### src/rtl/lvlmod_pkg.sv
package lvlmod_pkg;

  // Range class of a sampled reference, decided before the divide
  typedef enum logic [1:0] {
    RNG_NORMAL = 2'd0,
    RNG_FLOOR  = 2'd1,
    RNG_CEIL   = 2'd2
  } range_e;

endpackage

### src/rtl/lvlmod_timer.sv
module lvlmod_timer #(
  parameter int PER_W   = 18,
  parameter int MIN_PER = 13
) (
  input  logic             clk,
  input  logic             rst_n,
  input  logic [PER_W-1:0] len_next,
  output logic [PER_W-1:0] cnt,
  output logic             wrap
);

  logic [PER_W-1:0] cnt_q, cnt_d;
  logic [PER_W-1:0] len_q, len_d;

  assign wrap = (cnt_q == len_q - 1'b1);
  assign cnt  = cnt_q;

  always_comb begin
    cnt_d = cnt_q + 1'b1;
    len_d = len_q;
    if (wrap) begin
      cnt_d = '0;
      len_d = len_next;
    end
  end

  always_ff @(posedge clk or negedge rst_n) begin
    if (!rst_n) begin
      cnt_q <= '0;
      len_q <= PER_W'(MIN_PER);
    end else begin
      cnt_q <= cnt_d;
      if (wrap) len_q <= len_d;
    end
  end

  // the count stays inside the current period
  assert_cnt_in_period_R6: assert property (@(posedge clk) disable iff (!rst_n)
    cnt_q < len_q);

  // a period never drops below the floor
  assert_period_floor_R6: assert property (@(posedge clk) disable iff (!rst_n)
    len_q >= PER_W'(MIN_PER));

endmodule

### src/rtl/lvlmod_div.sv
module lvlmod_div #(
  parameter int NUM_W = 25,
  parameter int DEN_W = 16,
  parameter int QW    = 11
) (
  input  logic             clk,
  input  logic             rst_n,
  input  logic             start,
  input  logic [NUM_W-1:0] num_in,
  input  logic [DEN_W-1:0] den_in,
  output logic             busy,
  output logic             done,
  output logic [QW-1:0]    quo
);

  localparam int SW = $clog2(QW + 1);

  logic [DEN_W-1:0] rem_q, rem_d;
  logic [DEN_W-1:0] den_q, den_d;
  logic [QW-1:0]    sh_q, sh_d;
  logic [SW-1:0]    step_q, step_d;
  logic             busy_q, busy_d;
  logic             done_q, done_d;
  logic [DEN_W:0]   rem_try;
  logic [DEN_W:0]   rem_sub;
  logic             fits;

  always_comb begin
    rem_try = {rem_q, sh_q[QW-1]};
    rem_sub = rem_try - {1'b0, den_q};
    fits    = (rem_try >= {1'b0, den_q});
    rem_d   = rem_q;
    den_d   = den_q;
    sh_d    = sh_q;
    step_d  = step_q;
    busy_d  = busy_q;
    done_d  = 1'b0;
    if (start) begin
      rem_d  = DEN_W'(num_in[NUM_W-1:QW]);
      sh_d   = num_in[QW-1:0];
      den_d  = den_in;
      step_d = SW'(QW);
      busy_d = 1'b1;
    end else if (busy_q) begin
      rem_d  = fits ? rem_sub[DEN_W-1:0] : rem_try[DEN_W-1:0];
      sh_d   = {sh_q[QW-2:0], fits};
      step_d = step_q - 1'b1;
      if (step_q == SW'(1)) begin
        busy_d = 1'b0;
        done_d = 1'b1;
      end
    end
  end

  always_ff @(posedge clk or negedge rst_n) begin
    if (!rst_n) begin
      rem_q  <= '0;
      den_q  <= '0;
      sh_q   <= '0;
      step_q <= '0;
      busy_q <= 1'b0;
      done_q <= 1'b0;
    end else begin
      rem_q  <= rem_d;
      den_q  <= den_d;
      sh_q   <= sh_d;
      step_q <= step_d;
      busy_q <= busy_d;
      done_q <= done_d;
    end
  end

  assign busy = busy_q;
  assign done = done_q;
  assign quo  = sh_q;

  // a result is only flagged at the end of a running divide
  assert_done_after_busy_R1: assert property (@(posedge clk) disable iff (!rst_n)
    done_q |-> $past(busy_q));

endmodule

### src/rtl/lvlmod_dwell.sv
module lvlmod_dwell #(
  parameter int FRAC_W = 8,
  parameter int PER_W  = 18
) (
  input  logic [FRAC_W-1:0] frac,
  input  logic [PER_W-1:0]  per,
  output logic [PER_W-1:0]  dwell
);

  localparam int PW = FRAC_W + 1 + PER_W;

  logic [FRAC_W:0] keep;
  logic [PW-1:0]   prod;

  always_comb begin
    keep  = (FRAC_W+1)'(1 << FRAC_W) - {1'b0, frac};
    prod  = PW'(keep) * PW'(per) + PW'(1 << (FRAC_W - 1));
    dwell = prod[FRAC_W +: PER_W];
  end

endmodule

### src/rtl/lvlmod_top.sv
module lvlmod_top
  import lvlmod_pkg::*;
#(
  parameter int REF_W  = 16,
  parameter int LEVELS = 5,
  parameter int FRAC_W = 8,
  parameter int PER_W  = 18
) (
  input  logic                     clk,
  input  logic                     rst_n,
  input  logic signed [REF_W-1:0]  vref_in,
  input  logic [REF_W-1:0]         step_in,
  input  logic [REF_W-1:0]         vmax_in,
  input  logic [PER_W-1:0]         period_in,
  output logic [$clog2(LEVELS)-1:0] level_out,
  output logic                     period_start_out
);

  localparam int LVL_W   = $clog2(LEVELS);
  localparam int QW      = LVL_W + FRAC_W;
  localparam int NUM_W   = REF_W + 1 + FRAC_W;
  localparam int SUM_W   = REF_W + 2;
  localparam int CEIL_W  = REF_W + LVL_W;
  localparam int MIN_PER = QW + 2;
  localparam int TOP     = LEVELS - 1;

  // capture-side arithmetic
  logic signed [SUM_W-1:0] sum_c;
  logic [CEIL_W-1:0]       ceil_c;
  logic [NUM_W-1:0]        dvd_c;
  range_e                  rng_c;
  logic [PER_W-1:0]        per_c;

  always_comb begin
    sum_c  = SUM_W'(vref_in) + $signed({2'b00, vmax_in});
    ceil_c = CEIL_W'(step_in) * CEIL_W'(TOP);
    dvd_c  = {sum_c[REF_W:0], FRAC_W'(0)};
    per_c  = (period_in < PER_W'(MIN_PER)) ? PER_W'(MIN_PER) : period_in;
    if (sum_c[SUM_W-1])
      rng_c = RNG_FLOOR;
    else if ((CEIL_W+1)'(sum_c[REF_W:0]) >= {1'b0, ceil_c})
      rng_c = RNG_CEIL;
    else
      rng_c = RNG_NORMAL;
  end

  // period timer
  logic [PER_W-1:0] cnt;
  logic             wrap;
  logic [PER_W-1:0] pend_per_q;

  lvlmod_timer #(.PER_W(PER_W), .MIN_PER(MIN_PER)) u_timer (
    .clk      (clk),
    .rst_n    (rst_n),
    .len_next (pend_per_q),
    .cnt      (cnt),
    .wrap     (wrap)
  );

  // sampled inputs, held while the divide runs
  range_e           smp_rng_q;
  logic [PER_W-1:0] smp_per_q;

  always_ff @(posedge clk or negedge rst_n) begin
    if (!rst_n) begin
      smp_rng_q <= RNG_FLOOR;
      smp_per_q <= PER_W'(MIN_PER);
    end else if (wrap) begin
      smp_rng_q <= rng_c;
      smp_per_q <= per_c;
    end
  end

  logic          div_busy;
  logic          div_done;
  logic [QW-1:0] div_quo;

  lvlmod_div #(.NUM_W(NUM_W), .DEN_W(REF_W), .QW(QW)) u_div (
    .clk    (clk),
    .rst_n  (rst_n),
    .start  (wrap),
    .num_in (dvd_c),
    .den_in (step_in),
    .busy   (div_busy),
    .done   (div_done),
    .quo    (div_quo)
  );

  // plan for the next period
  logic [LVL_W-1:0]  plan_lo_c;
  logic [FRAC_W-1:0] plan_frac_c;
  logic [PER_W-1:0]  plan_dwell_c;

  always_comb begin
    unique case (smp_rng_q)
      RNG_FLOOR: begin
        plan_lo_c   = '0;
        plan_frac_c = '0;
      end
      RNG_CEIL: begin
        plan_lo_c   = LVL_W'(TOP);
        plan_frac_c = '0;
      end
      default: begin
        plan_lo_c   = div_quo[QW-1:FRAC_W];
        plan_frac_c = div_quo[FRAC_W-1:0];
      end
    endcase
  end

  lvlmod_dwell #(.FRAC_W(FRAC_W), .PER_W(PER_W)) u_dwell (
    .frac  (plan_frac_c),
    .per   (smp_per_q),
    .dwell (plan_dwell_c)
  );

  logic [LVL_W-1:0] pend_lo_q;
  logic [PER_W-1:0] pend_dwell_q;

  always_ff @(posedge clk or negedge rst_n) begin
    if (!rst_n) begin
      pend_lo_q    <= '0;
      pend_dwell_q <= PER_W'(MIN_PER);
      pend_per_q   <= PER_W'(MIN_PER);
    end else if (div_done) begin
      pend_lo_q    <= plan_lo_c;
      pend_dwell_q <= plan_dwell_c;
      pend_per_q   <= smp_per_q;
    end
  end

  // plan in force for the running period
  logic [LVL_W-1:0] act_lo_q;
  logic [PER_W-1:0] act_dwell_q;

  always_ff @(posedge clk or negedge rst_n) begin
    if (!rst_n) begin
      act_lo_q    <= '0;
      act_dwell_q <= PER_W'(MIN_PER);
    end else if (wrap) begin
      act_lo_q    <= pend_lo_q;
      act_dwell_q <= pend_dwell_q;
    end
  end

  assign level_out        = (cnt < act_dwell_q) ? act_lo_q : act_lo_q + 1'b1;
  assign period_start_out = (cnt == '0);

  // the index never leaves the level range
  assert_level_bound_R4: assert property (@(posedge clk) disable iff (!rst_n)
    level_out <= LVL_W'(TOP));

  // a top-level plan never steps above itself
  assert_top_holds_R4: assert property (@(posedge clk) disable iff (!rst_n)
    (act_lo_q == LVL_W'(TOP)) |-> (level_out == LVL_W'(TOP)));

  // inside a period the level only steps once, upward by one
  assert_single_step_R2: assert property (@(posedge clk) disable iff (!rst_n)
    (!period_start_out && level_out != $past(level_out))
      |-> (level_out == $past(level_out) + 1'b1));

  // the next capture never lands on a divide still in flight
  assert_div_idle_at_wrap_R5: assert property (@(posedge clk) disable iff (!rst_n)
    wrap |-> !div_busy);

endmodule

### config.mk
export PLATFORM = sky130hd
export DESIGN_NAME = lvlmod_top
export DESIGN_NICKNAME = d
export VERILOG_FILES = /design/src/rtl/lvlmod_pkg.sv /design/src/rtl/lvlmod_timer.sv /design/src/rtl/lvlmod_div.sv /design/src/rtl/lvlmod_dwell.sv /design/src/rtl/lvlmod_top.sv
export SDC_FILE = /design/constraint.sdc
export NUM_CORES = 1
export LEC_CHECK = 0
export BUFFER_PORTS_ARGS = -buffer_cell sky130_fd_sc_hd__buf_2
export CELL_PAD_IN_SITES_DETAIL_PLACEMENT = 2
export CELL_PAD_IN_SITES_GLOBAL_PLACEMENT = 2
export CORE_MARGIN = 2
export CORE_UTILIZATION = 37
export CTS_CLUSTER_SIZE = 40
export DETAILED_ROUTE_END_ITERATION = 16
export PLACE_DENSITY_LB_ADDON = 0.1
export SLEW_MARGIN = 20
export SYNTH_ARGS = -nofsm -noshare
export SYNTH_HDL_FRONTEND = slang
export SYNTH_SLANG_ARGS = --single-unit
### constraint.sdc
create_clock -name clk -period 7 [get_ports clk]
set_input_delay 0.35 -clock clk [delete_from_list [all_inputs] [get_ports clk]]
set_output_delay 0.35 -clock clk [all_outputs]
set_load 0.03 [all_outputs]
==> run metrics <==
status=complete, but fails checks; failing checks=hold timing; DRC errors left=0; via-per-instance ratio=5.368; fin area=about 16000 um2; Crit Path Class=reg2reg; crit-path max FO=17; Nets=1925; fin util=0.4180; DP Area=15560 um2; Unique masters post-synth=60; vias in the first global route=13028; Yosys top cell area share=0.2538; # IOs=72; power per cell area=between 100 and 150 nW/um2; DRT antenna net count=0; Min Hold Slack=-17.10 ps; Inserted Clock Buffers=17; RSZ-0062 raised after global routing=false; top cells by area, synth=dfrtp_1 25%, fa_1 16%, ha_1 11%; Initial Util=0.3775; Fmax=0.1505 GHz; Syn Inst Count=around 1600; fillers=4257; initial antenna violation count=1; cell area after synthesis=14690 um2; syn_nets=~1900; crit share post-route=0.9490; cell taking the most area after synthesis=dfrtp_1; slowest CP cell=dfstp_2; ANT cells=0; most used cell, CP=fa_1; Die Height=203.3 um; minimum clock period=6643 ps; row count=72; maxcap violations=0; Final Power=approximately 2300 uW; Primary FF master, synth=dfrtp_1; CP delay by family, top=adder cells; post-route setup TNS=0 ps; Bufs and invs on worst path=4; yosys warns=0; final count of hold timing violations=3; WP data required=7360 ps; multi-input logic area=9708 um2; grt total ovfl=0; clock skew=14.07 ps; total track usage=0.2371; sequential share of the synthesized area=0.2824; TritonRoute pass-1 iters=4; H-tree Lvls=4; Leak=around 0.0084 uW; clock latency on the worst-skew pair=470 ps; Avg Inst Size Synth=9.309 um2; Port-buffer cells=just over 70; CTS tree=done; Post-synth EDFFs=0; Die ar.=41310 um2; worst rel slew slack=0.2783; Final GP Congestion=0.8293; Critical Path AT=about 7000 ps; post-route insts no fill=2143; first-pass GRT wire length=75350 um; Largest stage delay, worst path=530 ps; clock buffer depth=2; via count=approximately 12000; Reg area=4151 um2; FF+latch count, synth=165; root buffer cell=clkbuf_16; P&R area growth vs syn=10.75%; Async S/R FF share, synth=1.000; Post-CTS Setup Repair Bufs=0; Hold Path Class=in2async; Setup crit start kind=register; chip width=roughly 200 um; initial DRC count=about 410; CTS Sinks=165; Worst-Margin Slew=1073 ps; Final Slew Violations=0; final wirelength=roughly 47000 um; placed insts=2111; detailed placer's ending HPWL=36020 um; wire length per cell=21.76 um; final setup vio count=0; Worst VDD drop=0.0001667 V; Critical Path End Type=register; Reg clk slew, reported paths=70 ps; share of layout cells above drive strength 1=0.1385; largest net degree at the start of global routing=129; core area=38920 um2
[cell usage after synthesis, types with 5 or more instances]
cell	count
a21oi_1	61
a211oi_1	10
nor4b_1	5
xor2_1	38
mux2_2	49
xnor2_1	60
a21o_1	19
o21a_1	8
nand3_1	25
and2_1	26
nand2b_1	19
nor3_1	15
nor2_1	86
buf_6	5
nand4_1	15
dfstp_2	16
fa_1	114
buf_2	12
mux2i_1	15
and3_1	62
o21ai_0	81
ha_1	131
or3_1	10
dfrtp_1	149
a31oi_1	17
o211ai_1	9
nor2b_1	26
o21ai_1	6
clkbuf_1	59
nand2_1	199
inv_1	148
nor4_1	14
[kinds of logic after synthesis]
family,Yosys count,synth area share
AND/OR/NAND/NOR,525,0.1762
AO/OA/AOI/OAI,248,0.1023
adder cells (fa/ha/maj),245,0.2669
buffers and inverters,230,0.06286
flip-flops,165,0.2824
XOR/XNOR,98,0.05843
multiplexers,67,0.05085
[per-layer routing]
| metal | part of all wire | track usage |
|---|---|---|
| met1 | 0.48 | 0.3251 |
| met2 | 0.49 | 0.3983 |
| met3 | 0.018 | 0.02844 |
| met4 | 0.018 | 0.05944 |
| met5 | 0.00028 | 0 |
[flip-flops by register name (all words and copies together) (netlist names), 2 cells and up]
name and count:
u_timer.len_q 18, u_div.den_q 16, smp_rng_q 2, pend_dwell_q 18, u_div.step_q 4, act_lo_q 3
act_dwell_q 18, u_div.rem_q 16, u_timer.cnt 18, smp_per_q 18, u_div.quo 11, pend_lo_q 3
pend_per_q 18
[stage by stage]
stage | hold WS (ps) | setup slack [ps]
floorplan | 54.41 | 36.07
finish | -17.10 | 356.9
global route | 38.88 | 10.83
detailed placement | 452.0 | 105.2
CTS | 10.38 | 24.07
global placement | 448.6 | 352.9
[final cells by class]
type                    count  share of cell area
well taps                 518             0.03984
clock buffers              19             0.02722
inverters                 148             0.03415
multi-input cells        1183              0.5967
clock inverters            13             0.01123
flip-flops and latches    165              0.2552
repair buffers             97             0.03568
[power breakdown]
group	internal, uW	total [uW]	switching [uW]
registers	964	974	10.4
logic	117	282	165
clock network	583	1030	446
[worst paths after layout]
check / from / to / slack [ps] / depth (start not counted)
worst max-delay path: smp_rng_q[0] / pend_dwell_q[12] / 360 / 26
worst min-delay path: rst_n / act_dwell_q[1] / -20 / 1
worst max register to register: smp_rng_q[0] / pend_dwell_q[12] / 360 / 26
worst min register to register: act_dwell_q[0] / act_dwell_q[0] / 460 / 2
max in group asynchronous: rst_n / pend_per_q[10] / 5510 / 2
min in group clk: period_in[11] / smp_per_q[11] / 130 / 2
[cells in the final DEF, fill, tap and decap left out, drive strengths merged, types with 5 or more instances in the layout]
master / Yosys / layout
nand2: 199 / 199
inv: 148 / 156
dfrtp: 149 / 149
ha: 131 / 131
fa: 114 / 114
buf: 23 / 97
o21ai: 87 / 87
nor2: 86 / 86
and3: 62 / 62
a21oi: 61 / 61
xnor2: 60 / 60
mux2: 52 / 52
xor2: 38 / 38
and2: 26 / 26
nor2b: 26 / 26
nand3: 25 / 25
nand2b: 19 / 19
a21o: 19 / 19
clkbuf: 59 / 19
a31oi: 17 / 17
nor3: 17 / 17
dfstp: 16 / 16
nand4: 15 / 15
mux2i: 15 / 15
nor4: 15 / 15
a211oi: 10 / 10
or3: 10 / 10
o211ai: 9 / 9
o21a: 8 / 8
or2: 5 / 5
nor4b: 5 / 5
[timing repair]
action / 4_1_cts / 5_1_grt
gates resized for setup: 0 / 15
hold buffers: 0 / 0
setup endpoints to repair: 0 / 14
(Power assumes the default switching activity.)
